[src/rtl/clkgen_pwr_pkg.sv]
package clkgen_pwr_pkg;

    typedef enum logic [1:0] {
        ST_OFF  = 2'd0,
        ST_OSC  = 2'd1,
        ST_LOCK = 2'd2,
        ST_RUN  = 2'd3
    } pwr_state_e;

    typedef struct packed {
        logic osc;
        logic pll;
        logic gate;
        logic ready;
    } pwr_ctl_t;

    function automatic int imax(input int a, input int b);
        return (a > b) ? a : b;
    endfunction

    function automatic pwr_ctl_t ctl_of(input pwr_state_e s);
        pwr_ctl_t c;
        c.osc   = (s != ST_OFF);
        c.pll   = (s == ST_LOCK) || (s == ST_RUN);
        c.gate  = (s == ST_RUN);
        c.ready = (s == ST_RUN);
        return c;
    endfunction

endpackage

[src/rtl/clkgen_pwr_pdfilt.sv]
module clkgen_pwr_pdfilt #(
    parameter int SYNC_STAGES = 2,
    parameter int MIN_LOW     = 2
) (
    input  logic clk,
    input  logic rst,
    input  logic pwrdn_n,
    output logic pd_sync,
    output logic pd_req
);
    localparam int CW = $clog2(MIN_LOW + 1);

    logic [SYNC_STAGES-1:0] sh;
    logic [CW-1:0]          low_run;

    always_ff @(posedge clk) begin
        if (rst) begin
            sh      <= '1;
            low_run <= '0;
        end else begin
            sh <= {sh[SYNC_STAGES-2:0], pwrdn_n};
            if (sh[SYNC_STAGES-1]) begin
                low_run <= '0;
            end else if (low_run != CW'(MIN_LOW)) begin
                low_run <= low_run + 1'b1;
            end
        end
    end

    assign pd_sync = sh[SYNC_STAGES-1];
    assign pd_req  = (low_run == CW'(MIN_LOW));

endmodule

[src/rtl/clkgen_pwr_modedb.sv]
module clkgen_pwr_modedb #(
    parameter int W           = 2,
    parameter int SYNC_STAGES = 2,
    parameter int DB_TICKS    = 3
) (
    input  logic         clk,
    input  logic         rst,
    input  logic [W-1:0] sel_pins,
    output logic [W-1:0] mode_cur,
    output logic         mode_chg
);
    localparam int DBW = $clog2(DB_TICKS + 1);

    logic [W-1:0]   stg [SYNC_STAGES];
    logic [W-1:0]   cand;
    logic [DBW-1:0] db_cnt;
    logic [W-1:0]   smp;

    assign smp = stg[SYNC_STAGES-1];

    always_ff @(posedge clk) begin
        if (rst) begin
            for (int i = 0; i < SYNC_STAGES; i++) stg[i] <= '0;
            cand     <= '0;
            mode_cur <= '0;
            db_cnt   <= '0;
            mode_chg <= 1'b0;
        end else begin
            stg[0] <= sel_pins;
            for (int i = 1; i < SYNC_STAGES; i++) stg[i] <= stg[i-1];
            mode_chg <= 1'b0;
            if (smp != cand) begin
                cand   <= smp;
                db_cnt <= '0;
            end else if (cand != mode_cur) begin
                if (db_cnt == DBW'(DB_TICKS - 1)) begin
                    mode_cur <= cand;
                    db_cnt   <= '0;
                    mode_chg <= 1'b1;
                end else begin
                    db_cnt <= db_cnt + 1'b1;
                end
            end else begin
                db_cnt <= '0;
            end
        end
    end

endmodule

[src/rtl/clkgen_pwr_fsm.sv]
module clkgen_pwr_fsm
    import clkgen_pwr_pkg::*;
#(
    parameter int OSC_TICKS  = 200,
    parameter int LOCK_TICKS = 330
) (
    input  logic       clk,
    input  logic       rst,
    input  logic       pd_req,
    input  logic       mode_chg,
    input  logic       int_osc_sel,
    output pwr_state_e state
);
    localparam int TMR_W = $clog2(imax(OSC_TICKS, LOCK_TICKS) + 1);

    logic [TMR_W-1:0] tmr;

    always_ff @(posedge clk) begin
        if (rst) begin
            state <= ST_OFF;
            tmr   <= '0;
        end else if (pd_req) begin
            state <= ST_OFF;
            tmr   <= '0;
        end else begin
            unique case (state)
                ST_OFF: begin
                    tmr   <= '0;
                    state <= int_osc_sel ? ST_OSC : ST_LOCK;
                end
                ST_OSC: begin
                    if (tmr == TMR_W'(OSC_TICKS - 1)) begin
                        state <= ST_LOCK;
                        tmr   <= '0;
                    end else begin
                        tmr <= tmr + 1'b1;
                    end
                end
                ST_LOCK: begin
                    if (mode_chg) begin
                        tmr <= '0;
                    end else if (tmr == TMR_W'(LOCK_TICKS - 1)) begin
                        state <= ST_RUN;
                        tmr   <= '0;
                    end else begin
                        tmr <= tmr + 1'b1;
                    end
                end
                ST_RUN: begin
                    if (mode_chg) begin
                        state <= ST_LOCK;
                        tmr   <= '0;
                    end
                end
                default: begin
                    state <= ST_OFF;
                    tmr   <= '0;
                end
            endcase
        end
    end

endmodule

[src/rtl/clkgen_pwr_seq.sv]
module clkgen_pwr_seq
    import clkgen_pwr_pkg::*;
#(
    parameter int               N_OUT        = 8,
    parameter int               N_PLL        = 4,
    parameter int               MODE_W       = 2,
    parameter int               SYNC_STAGES  = 2,
    parameter int               PD_MIN_TICKS = 2,
    parameter int               DB_TICKS     = 3,
    parameter int               OSC_TICKS    = 200,
    parameter int               LOCK_TICKS   = 330,
    parameter bit               STOP_HIZ     = 1'b0,
    parameter logic [N_OUT-1:0] OUT_USED     = '1
) (
    input  logic              clk,
    input  logic              rst,
    input  logic              pwrdn_n,
    input  logic              int_osc_sel,
    input  logic [MODE_W-1:0] sel_pins,
    output logic              osc_en,
    output logic [N_PLL-1:0]  pll_en,
    output logic [N_OUT-1:0]  out_gate,
    output logic [N_OUT-1:0]  out_drv,
    output logic              clk_ready,
    output logic [MODE_W-1:0] mode_active
);
    logic       pd_sync;
    logic       pd_req;
    logic       mode_chg;
    pwr_state_e state;
    pwr_ctl_t   ctl;

    clkgen_pwr_pdfilt #(
        .SYNC_STAGES(SYNC_STAGES),
        .MIN_LOW    (PD_MIN_TICKS)
    ) u_pdfilt (
        .clk    (clk),
        .rst    (rst),
        .pwrdn_n(pwrdn_n),
        .pd_sync(pd_sync),
        .pd_req (pd_req)
    );

    clkgen_pwr_modedb #(
        .W          (MODE_W),
        .SYNC_STAGES(SYNC_STAGES),
        .DB_TICKS   (DB_TICKS)
    ) u_modedb (
        .clk     (clk),
        .rst     (rst),
        .sel_pins(sel_pins),
        .mode_cur(mode_active),
        .mode_chg(mode_chg)
    );

    clkgen_pwr_fsm #(
        .OSC_TICKS (OSC_TICKS),
        .LOCK_TICKS(LOCK_TICKS)
    ) u_fsm (
        .clk        (clk),
        .rst        (rst),
        .pd_req     (pd_req),
        .mode_chg   (mode_chg),
        .int_osc_sel(int_osc_sel),
        .state      (state)
    );

    assign ctl       = ctl_of(state);
    assign osc_en    = ctl.osc;
    assign pll_en    = {N_PLL{ctl.pll}};
    assign clk_ready = ctl.ready;

    for (genvar g = 0; g < N_OUT; g++) begin : gen_out
        assign out_gate[g] = ctl.gate & OUT_USED[g];
        if (STOP_HIZ) begin : gen_hiz
            assign out_drv[g] = out_gate[g];
        end else begin : gen_low
            assign out_drv[g] = 1'b1;
        end
    end

endmodule

[config.mk]
export PLATFORM = sky130hd
export DESIGN_NAME = clkgen_pwr_seq
export DESIGN_NICKNAME = d
export VERILOG_FILES = /design/src/rtl/clkgen_pwr_pkg.sv /design/src/rtl/clkgen_pwr_pdfilt.sv /design/src/rtl/clkgen_pwr_modedb.sv /design/src/rtl/clkgen_pwr_fsm.sv /design/src/rtl/clkgen_pwr_seq.sv
export SDC_FILE = /design/constraint.sdc
export NUM_CORES = 1
export LEC_CHECK = 0
export ABC_AREA = 1
export CORE_MARGIN = 5
export CORE_UTILIZATION = 57
export CTS_BUF_LIST = sky130_fd_sc_hd__clkbuf_8
export DETAILED_ROUTE_END_ITERATION = 8
export PLACE_DENSITY_LB_ADDON = 0.08
export SYNTH_ARGS = -nofsm -noshare
export SYNTH_HDL_FRONTEND = slang
export SYNTH_HIERARCHICAL = 1
export SYNTH_SLANG_ARGS = --single-unit
[constraint.sdc]
create_clock -name clk -period 2.9 [get_ports clk]
set_clock_uncertainty 0.05 [all_clocks]
set_input_delay 0.58 -clock clk [delete_from_list [all_inputs] [get_ports clk]]
set_output_delay 0.58 -clock clk [all_outputs]
set_load 0.1 [all_outputs]
==> results.py <==
metrics = {
    "status": {
        "status": "completed",
    },
    "logic_synthesis": {
        "synth_cell_types": 22,
        "netlist_area_um2": 1543,
        "yosys_warnings": 6,
        "syn_inst": 227,
        "ys_ff_latch": 26,
        "ys_seq_area_share_pct": 33.74,
        "synth_area_per_cell_um2": 6.796,
    },
    "global_route": {
        "grt_pass1_vias": 1169,
        "top_usage_layer": "met2",
        "grtUsageMet3_pct": 2.479,
        "gr-usage-met1_pct": 19.35,
        "grt_usage_pct": 16.30,
        "grt_max_degree": 16,
        "overflow": 0,
        "grt_pass1_wl_mm": 4.802,
        "antenna_found_initial": 0,
        "grt_util_met2_pct": 30.47,
    },
    "floorplan": {
        "dieHeight_um": 62.03,
        "die-area_um2": 3847,
        "rows": 18,
        "start_util_pct": 61.16,
        "die_w_um": 62.03,
        "core_area_um2": 2522,
        "io_pins": 30,
    },
    "worst_setup_path": {
        "worstPathArrival_ps": 1420,
        "crit_path_cell_trace": "nand2_1 -> inv_1 -> buf_4",
        "worst-path-buf-inv": 2,
        "crit_type": "reg2out",
        "worstSetupStartpoint": "u_fsm/state[1]$_SDFFE_PP0P_",
        "cp_top_family": "buffers and inverters",
        "slowest_stage": "dfxtp_1",
        "cp-end-kind": "primary output",
        "reg2reg_from": "u_fsm/state[1]$_SDFFE_PP0P_",
        "startpoint_type": "flip-flop",
        "crit_required_ps": 2270,
        "cp_max_fo": 10,
        "cpPeakStageDelay_ps": 530,
    },
    "timing": {
        "finalSetupTns_ps": 0,
        "fmaxAchievable_mhz": 488.4,
        "drv_slew": 0,
        "rsz0062_at_grt": "no",
        "hold_violations": 0,
        "period_share_pct": 70.61,
        "fin_crit_ps": 2048,
        "setup_viol": 0,
    },
    "clock_network": {
        "clock_path_buffers": 2,
        "hold_buffers": 0,
        "clkTransAtPathRegs_ps": 90,
        "root_buffer": "clkbuf_8",
        "cts_resized": 0,
        "worstSkewPairLatency_ps": 260,
        "h-tree-depth": 1,
        "cts_buffers": 3,
        "post_cts_buffers": 0,
        "cts_tree": "built",
        "cts.sinks": 26,
    },
    "place": {
        "hpwlAfterDp_mm": 2.356,
        "gp_congestion": 0.8401,
        "portBuffers": 21,
    },
    "drt": {
        "vias": 1306,
        "post-route-drc-count": 0,
        "wl_per_cell_um": 10.82,
        "ant_nets": 0,
        "routed_wl_mm": 2.899,
        "vias_per_cell": 4.873,
        "first_pass_iters": 4,
        "drt-initial-drc-count": 72,
    },
    "power": {
        "power_mw": 1.573,
        "ir_drop_mv": 1.212,
        "powerDensity_nw_per_um2": 926.6,
        "p_leak_nw": 0.7706,
    },
    "final_layout": {
        "drive_gt1_share_pct": 16.81,
        "syn2layout_area_growth_pct": 10.06,
        "antenna_cells": 0,
        "nets": 254,
    },
    "job": {
        "maxCapViolCount": 0,
    },
    "worst_hold_path": {
        "hold_path.class": "reg2reg",
        "hp-start": "u_modedb/stg[0][0]$_SDFF_PP0_",
    },
}
## Yosys cell counts (all sizes together)
library cell	instances	share of area (%)
nand2	60	16
o21ai	4	1.3
clkinv	1	0.24
nor2	34	10
clkbuf	2	0.49
nand4	3	1.2
dfxtp	26	34
nand3	12	4.2
nor3	2	0.65
inv	36	8.8
a21oi	13	4.2
buf	20	9.7
o211ai	1	0.49
or2	2	0.81
nand3b	1	0.49
ha	9	7.3
conb	1	0.24
## metal layers
layer  vias up  part of all wire [%]
li1        686                     -
met1       582                    42
met2        36                    52
met3         2                   5.8
met4         0                  0.31
met5         -                     0
## state kept, by name (all words and copies together) (netlist names)
signal and cells:
u_pdfilt/low_run 2, u_fsm/tmr 9, u_modedb/db_cnt 2, u_modedb/mode_cur 2, u_modedb/cand 2, u_fsm/state 2, u_pdfilt/sh 2, u_modedb/mode_chg 1
u_modedb/stg 4
## kinds of logic after synthesis
logic type / Yosys count / synth area share, %
simple gates: 114 / 33.50
fa+ha+maj: 9 / 7.299
buf+inv: 59 / 19.22
other cells: 1 / 0.2431
compound gates: 18 / 6.002
flops: 26 / 33.74
## power by group
group	total [mW]	switching (mW)	internal, mW
logic	0.863	0.688	0.175
clock network	0.293	0.109	0.184
registers	0.417	0.0354	0.381
total	1.57	0.832	0.741
## per-stage QoR
| stage | hold slack, ps | utilization (%) | setup slack, ps | cell area [um^2] | instances |
|---|---|---|---|---|---|
| after floorplan | 333.2 | - | 502.1 | 1569 | 234 |
| after global placement | 341.0 | 64.48 | 841.3 | 1627 | 264 |
| after detailed placement | 352.2 | 64.48 | 765.5 | 1627 | 264 |
| after CTS | 365.8 | 67.31 | 843.6 | 1698 | 268 |
| after global routing | 380.6 | 67.31 | 731.7 | 1698 | 268 |
| final | 360.0 | 67.31 | 852.4 | 1698 | 268 |
## path summary, 6_finish.rpt
| kind | to | slack, ps | cells after the start |
|---|---|---|---|
| setup / recovery | out_gate[6] | 850 | 3 |
| hold reg to reg | u_modedb/stg[0][2]$_SDFF_PP0_ | 360 | 2 |
| hold / removal | u_modedb/stg[0][2]$_SDFF_PP0_ | 360 | 2 |
| setup reg to reg | u_fsm/tmr[4]$_SDFFE_PP0P_ | 1120 | 9 |
## cells in the final DEF, fill, tap and decap left out, types with 4 or more instances in the layout
cell / netlist / layout
a21oi_1: 13 / 13
buf_4: 20 / 17
clkdlybuf4s50_1: 0 / 5
conb_1: 1 / 8
dfxtp_1: 26 / 26
ha_1: 9 / 9
inv_1: 32 / 32
inv_2: 4 / 4
nand2_1: 52 / 52
nand2_2: 8 / 8
nand3_1: 11 / 11
nor2_1: 28 / 28
o21ai_0: 4 / 4
## worst register-to-register path, delay by kind of cell, from the launching register on
family | cells | cell delay [ps]
AO/OA/AOI/OAI | 2 | 130
adder cells (fa/ha/maj) | 1 | 210
buffers and inverters | 3 | 440
flip-flops | 1 | 530
AND/OR/NAND/NOR | 3 | 310
## area by class of cell
type                            instances  area [um^2]
Inverter                               37        138.9
Clock buffer                            3        41.29
Clock inverter                          1        30.03
Tap cell                               30        37.54
Multi-Input combinational cell        149        752.0
Fill cell                             221        824.5
Sequential cell                        26        520.5
Timing Repair Buffer                   22        177.7
Note: power is estimated with default switching activity, not from simulation.
